<file path="config.mk">
export PLATFORM = sky130hd
export DESIGN_NAME = line_merger
export DESIGN_NICKNAME = d
export VERILOG_FILES = /design/src/rtl/line_merger.sv
export SDC_FILE = /design/constraint.sdc
export NUM_CORES = 1
export LEC_CHECK = 0
export ABC_CLOCK_PERIOD_IN_PS = 1100
export CORE_AREA = 2 2 286 288
export CTS_BUF_LIST = sky130_fd_sc_hd__clkbuf_4
export DETAILED_ROUTE_END_ITERATION = 16
export DIE_AREA = 0 0 288 290
export REMOVE_ABC_BUFFERS = 1
export SLEW_MARGIN = 20
export SYNTH_ARGS = -nofsm -noshare
export SYNTH_HDL_FRONTEND = slang
export SYNTH_SLANG_ARGS = --single-unit
</file>
<file path="constraint.sdc">
create_clock -name clk -period 1.1 [get_ports clk]
set_input_delay 0.22 -clock clk [delete_from_list [all_inputs] [get_ports clk]]
set_output_delay 0.22 -clock clk [all_outputs]
set_load 0.01 [all_outputs]
</file>
<file path="src/rtl/line_merger.sv">
`timescale 1ns/1ps
module line_merger #(
  parameter int N  = 4,
  parameter int DW = 128,
  parameter int BW = 16,
  localparam int IW = (N > 1) ? $clog2(N) : 1
) (
  input  logic            clk,
  input  logic            rst_n,
  input  logic [N*N-1:0]  match_i,
  input  logic [N*DW-1:0] data_i,
  input  logic [N*BW-1:0] ben_i,
  output logic            vld_o,
  output logic [IW-1:0]   idx_o,
  output logic [DW-1:0]   data_o,
  output logic [BW-1:0]   ben_o,
  output logic [N-1:0]    used_o
);

  logic [N-1:0]  diag;
  logic [IW-1:0] pick;
  logic [N-1:0]  row;
  logic [DW-1:0] dacc;
  logic [BW-1:0] bacc;
  wire           any = |diag;

  for (genvar g = 0; g < N; g++) begin : g_diag
    assign diag[g] = match_i[g*N+g];
  end

  always_comb begin
    pick = '0;
    for (int i = N-1; i >= 0; i--)
      if (diag[i]) pick = IW'(i);
  end

  assign row = any ? match_i[pick*N +: N] : '0;

  always_comb begin
    dacc = '0;
    bacc = '0;
    for (int j = 0; j < N; j++)
      if (row[j]) begin
        dacc |= data_i[j*DW +: DW];
        bacc |= ben_i[j*BW +: BW];
      end
  end

  always_ff @(posedge clk or negedge rst_n)
    if (!rst_n) begin
      vld_o  <= 1'b0;
      idx_o  <= '0;
      data_o <= '0;
      ben_o  <= '0;
      used_o <= '0;
    end else begin
      vld_o  <= any;
      idx_o  <= pick;
      data_o <= dacc;
      ben_o  <= bacc;
      used_o <= row;
    end

  a_r6_idle_zero: assert property (@(posedge clk) disable iff (!rst_n)
    !vld_o |-> (data_o == '0 && ben_o == '0 && used_o == '0 && idx_o == '0));

  a_r5_used_holds_leader: assert property (@(posedge clk) disable iff (!rst_n)
    vld_o |-> used_o[idx_o]);

  a_r2_lowest_leader: assert property (@(posedge clk) disable iff (!rst_n)
    vld_o |-> ((match_diag_past & ((N'(1) << idx_o) - N'(1))) == '0));

  a_r7_valid_follows: assert property (@(posedge clk) disable iff (!rst_n)
    (|diag) |=> vld_o);

  a_r7_idle_follows: assert property (@(posedge clk) disable iff (!rst_n)
    !(|diag) |=> !vld_o);

  logic [N-1:0] match_diag_past;
  always_ff @(posedge clk or negedge rst_n)
    if (!rst_n) match_diag_past <= '0;
    else        match_diag_past <= diag;

endmodule

</file>
Word level (Yosys, flattened, before mapping)
Cells that the tools add are included.
W data, S select, Z words.
{"block": "word_totals", "regBits": 151, "in_bits": 594, "word_cells": 26}
{"block": "op_classes", "n_shift": 1, "mux": 13, "bitwise": 6, "reduce_logical": 1}
{"op": "$mux W128", "count": 4}
{"op": "$or A128 B128 Y128", "count": 3}
{"op": "$mux W16", "count": 4}
{"op": "$or A16 B16 Y16", "count": 3}
{"op": "$shiftx A16 B5 Y4", "count": 1}
{"op": "$mux W2", "count": 4}
{"op": "$mux W4", "count": 1}
{"op": "$reduce_or A4 Y1", "count": 1}

Depth between registers and ports, before layout
{"block": "logic_depth", "ltp_word": 13, "mapped_depth": 8, "ltp_nobuf": 4}

Least setup slack after synthesis
Ideal clock, no wire load.
{"block": "synth_path", "path_type": "in2reg", "start": "in match_i[10]", "end": "reg data_o[100]", "arrival_time_ns": 1.581, "t_required_ns": 0.974, "setup_slack_ns": -0.607, "cell_stages": 7, "cell_sequence": "buf_6 -> or3_4 -> a21oi_2 -> a21oi_2 -> buf_4 -> buf_2 -> a221o_1"}
{"block": "synth_between", "elab_chain_cells": 12, "word_cells_on_any_way": 13, "cone_classes": "shift (1); mux (8); bitwise (3); reduce/logical (1)"}
{"element": "start, declared", "line": "10", "rtl": "input logic [N*N-1:0] match_i,"}
{"element": "$mux W2 (3 in series)", "line": "34", "rtl": "if (diag[i]) pick = IW'(i);"}
{"element": "$shiftx A16 B5 Y4", "line": "37", "rtl": "assign row = any ? match_i[pick*N +: N] : '0;"}
{"element": "$mux W4 (*)", "line": "37"}
{"element": "$mux W128", "line": "43", "rtl": "if (row[j]) begin"}
{"element": "$or A128 B128 Y128", "line": "44", "rtl": "dacc |= data_i[j*DW +: DW];"}
{"element": "$mux W128", "line": "43"}
{"element": "$or A128 B128 Y128", "line": "44"}
{"element": "$mux W128", "line": "43"}
{"element": "$or A128 B128 Y128", "line": "44"}
{"element": "$mux W128 (*)", "line": "43"}
{"element": "net dacc[100]", "line": "23", "rtl": "logic [DW-1:0] dacc;"}
{"element": "end signal, assigned", "line": "53", "rtl": "data_o <= '0;"}
{"element": "end signal, assigned", "line": "59", "rtl": "data_o <= dacc;"}
{"element": "end, declared", "line": "15", "rtl": "output logic [DW-1:0] data_o,"}
The timed path passes the listed nets; every way through them passes the cells marked *.

Final worst setup path
{"block": "layout_path", "start": "in match_i[0]", "end": "reg ben_o[12]"}
{"block": "layout_between", "elab_chain_cells": 10, "word_cells_on_any_way": 11, "cone_classes": "shift (1); mux (6); bitwise (3); reduce/logical (1)"}
{"element": "$mux W2", "line": "34"}
{"element": "$shiftx A16 B5 Y4", "line": "37"}
{"element": "$mux W4 (*)", "line": "37"}
{"element": "$mux W16", "line": "43"}
{"element": "$or A16 B16 Y16", "line": "45", "rtl": "bacc |= ben_i[j*BW +: BW];"}
{"element": "$mux W16", "line": "43"}
{"element": "$or A16 B16 Y16", "line": "45"}
{"element": "$mux W16", "line": "43"}
{"element": "$or A16 B16 Y16", "line": "45"}
{"element": "$mux W16 (*)", "line": "43"}
{"element": "net bacc[12]", "line": "24", "rtl": "logic [BW-1:0] bacc;"}
{"element": "end signal, assigned", "line": "54", "rtl": "ben_o <= '0;"}
{"element": "end signal, assigned", "line": "60", "rtl": "ben_o <= bacc;"}
{"element": "end, declared", "line": "16", "rtl": "output logic [BW-1:0] ben_o,"}
Marked as above.

==> impl_metrics.csv <==
group,metric,value,unit
clock_network,clkTransAtPathRegs,0.16,ns
place,port_buffers,744,
power,peakVddDrop,0.629,mV
place,hpwl,45900,µm
final_layout,drive_above_1_share,19.7,%
synth,synth_area_leaders,"dfrtp_1 (54%), a221o_1 (21%), a22o_1 (18%), clkbuf_1 (1.6%), buf_6 (1.3%)",
synth,synth_edf_count,0,
timing,rsz0062_at_grt,"yes",
hold_path,worstHoldStart,"data_i[380]",
power,p_leak,0.00795,µW
route,drt_first_pass_iters,5,
floorplan,die_w,288,µm
timing,drv_slew,0,
route,wl,69800,µm
timing,setup_viol,298,
setup_path,worst_setup_path_start_kind,"input port",
clock_network,h-tree-depth,4,
timing,holdWs,0.125,ns
setup_path,arrival,2.47,ns
final_layout,area_growth,190,%
floorplan,core_area,80200,µm²
flow_run,maxCapViolations,0,
synth,yosysWarnings,0,
timing,relSlewSlack,68.8,%
timing,setup_slack,-0.690,ns
final_layout,nFillCells,8322,
status,failed_checks,"setup timing",
clock_network,root_buffer,"clkbuf_4",
power,design_power_total,18800,µW
global_route,antenna_found_initial,12,
floorplan,fp-row-count,104,
clock_network,cts_buffers,17,
global_route,grt_overflow,0,
route,ant_nets,0,
synth,ys_types,26,
route,drc,0,
route,vias,10500,
floorplan,start_util,8.69,%
setup_path,path_max_fanout,15,
synth,yosys-top-cells-count,"dfrtp_1 (151), a221o_1 (144), a22o_1 (144)",
synth,synth.most_common_cell,"dfrtp_1",
hold_path,min_path_type,"input port to flip-flop",
synth,synth_seq_area_share,54.2,%
floorplan,die_y,290,µm
global_route,gr-usage-all-layers,14.2,%
synth,async_flop_share,100,%
timing,hold_violations,0,
global_route,grt_pass1_vias,11300,
route,post_drt_wl_per_cell,26.3,µm
place,placed_area,16300,µm²
global_route,grt_pass1_wl,83100,µm
hold_path,holdPathEnd,"data_o[124]$_DFF_PN0_",
setup_path,endpoint_kind,"flip-flop",
floorplan,ios,745,
synth,avgSynthCellArea,13.2,µm²
route,viasPerCell,3.95,
timing,fin_crit,1.79,ns
hold_path,hold_depth,2,
timing,finalCritPeriodShare,163,%
synth,syn-cell-area,6970,µm²
setup_path,cp.required,1.78,ns
synth,yosysTopAreaCellShare,54.2,%
final_layout,postLayoutCoreUtil,25.2,%
clock_network,cts_max_path_buffers,2,
status,outcome,"finished with violations",
synth,synth_top_area_cell,"dfrtp_1",
timing,timing.fmax,559,MHz
floorplan,dieArea,83500,µm²
final_layout,nNetsFinal,2172,
power,power_per_cell_area,928,nW/µm²
synth,ys_ff_latch,151,
synth,ys.flop_type,"dfrtp_1",
route,drtIter0Drc,556,
place,place_congestion,0.938,
setup_path,path_class,"input port to flip-flop",
global_route,grt_max_degree,63,
synth,netlist_instances,529,
clock_network,cts_tree,"done",
timing,worst_pin_slew,0.468,ns
clock_network,cts.sinks,151,
final_layout,final_cell_area,20200,µm²
[worst max-delay path by stage]
| stage | start | to | slack, ns | depth (start not counted) |
|---|---|---|---|---|
| after global routing | data_o[110]$_DFF_PN0_ | data_o[110] | -0.63 | 1 |
| after detailed placement | match_i[10] | data_o[67]$_DFF_PN0_ | -1.44 | 6 |
| final | match_i[0] | ben_o[12]$_DFF_PN0_ | -0.69 | 10 |
| after global placement | match_i[10] | data_o[71]$_DFF_PN0_ | -1.37 | 6 |
| after CTS | data_o[97]$_DFF_PN0_ | data_o[97] | -0.65 | 1 |
| after floorplan | match_i[15] | ben_o[0]$_DFF_PN0_ | -7.99 | 4 |
[timing repair]
item / 4_1_cts / 5_1_grt
hold buffers: 248 / 3
buffers inserted: 10 / 6
cloned: 6 / 24
endpoints found under the setup margin: 296 / 352
endpoints found under the hold margin: 290 / 49
gates resized for setup: 603 / 74
pin swaps: 15 / 23
[layout by cell type, fill, tap and decap left out, types with 5 or more instances in the layout]
master	synthesis	layout
dlygate4sd3_1	0	248
buf_2	15	25
buf_12	0	41
dfrtp_1	151	148
buf_16	0	12
a221o_1	144	144
clkbuf_4	0	19
clkdlybuf4s50_1	0	580
buf_4	1	45
clkbuf_16	0	18
dlymetal6s2s_1	0	9
diode_2	0	9
buf_6	8	114
a22o_4	0	5
a22o_1	144	139
[where the power goes]
part	leakage [µW]	switching, µW	internal [µW]
clock network	0.000135	2540	1150
registers	0.00154	405	6090
logic	0.00627	3410	5150
[final cells by class]
cell class              instances  area [µm²]  share of cell area, %
diodes                          9        22.5                  0.111
clock buffers                  19         143                  0.706
clock inverters                11         104                  0.514
inverters                       3        18.8                 0.0929
multi-input cells             310        3010                   14.9
flip-flops and latches        151        3780                   18.7
well taps                    1060        1330                   6.57
repair buffers               1095       11800                   58.4
[cells by family (layout without fill, tap and decap cells)]
kind of cell | after synthesis | in the layout | synth area share (%)
compound gates | 297 | 297 | 39.7
flops | 151 | 151 | 54.2
buf+inv | 68 | 1128 | 4.85
simple gates | 12 | 12 | 1.02
mux | 1 | 1 | 0.144
other cells | 0 | 9 | 0
[metal layers]
metal  wire length (µm)  part of all wire [%]  vias up  GRT usage, %
met5                 27                 0.039        -             0
met4               3020                   4.3        4          6.18
li1                   -                     -     4398             -
met3               5630                   8.1      136          3.88
met1              28300                    41     5185          16.8
met2              32800                    47      788          23.8
[registers in the layout, indices dropped and copies added, names as in the netlist]
name / count
idx_o: 2
ben_o: 16
vld_o: 1
data_o: 128
used_o: 4
[stage by stage]
stage / setup TNS [ns] / std cells / worst slack [ns]
floorplan: -1172.04 / 464 / -7.99
CTS: -140.25 / 2619 / -0.648
finish: -146.97 / 2658 / -0.690
global route: -156.47 / 2658 / -0.632
detailed placement: -197.06 / 2327 / -1.44
global placement: -192.66 / 2327 / -1.37
[critical path, stage by stage]
cell           delay [ns]
buf_4                0.13
buf_6                0.13
buf_6                0.10
dlygate4sd3_1        0.58
buf_6                0.14
a32oi_4              0.33
buf_12               0.21
buf_6                0.26
a22o_1               0.22
a221o_1              0.11
Power figures use the tool's default switching activity.
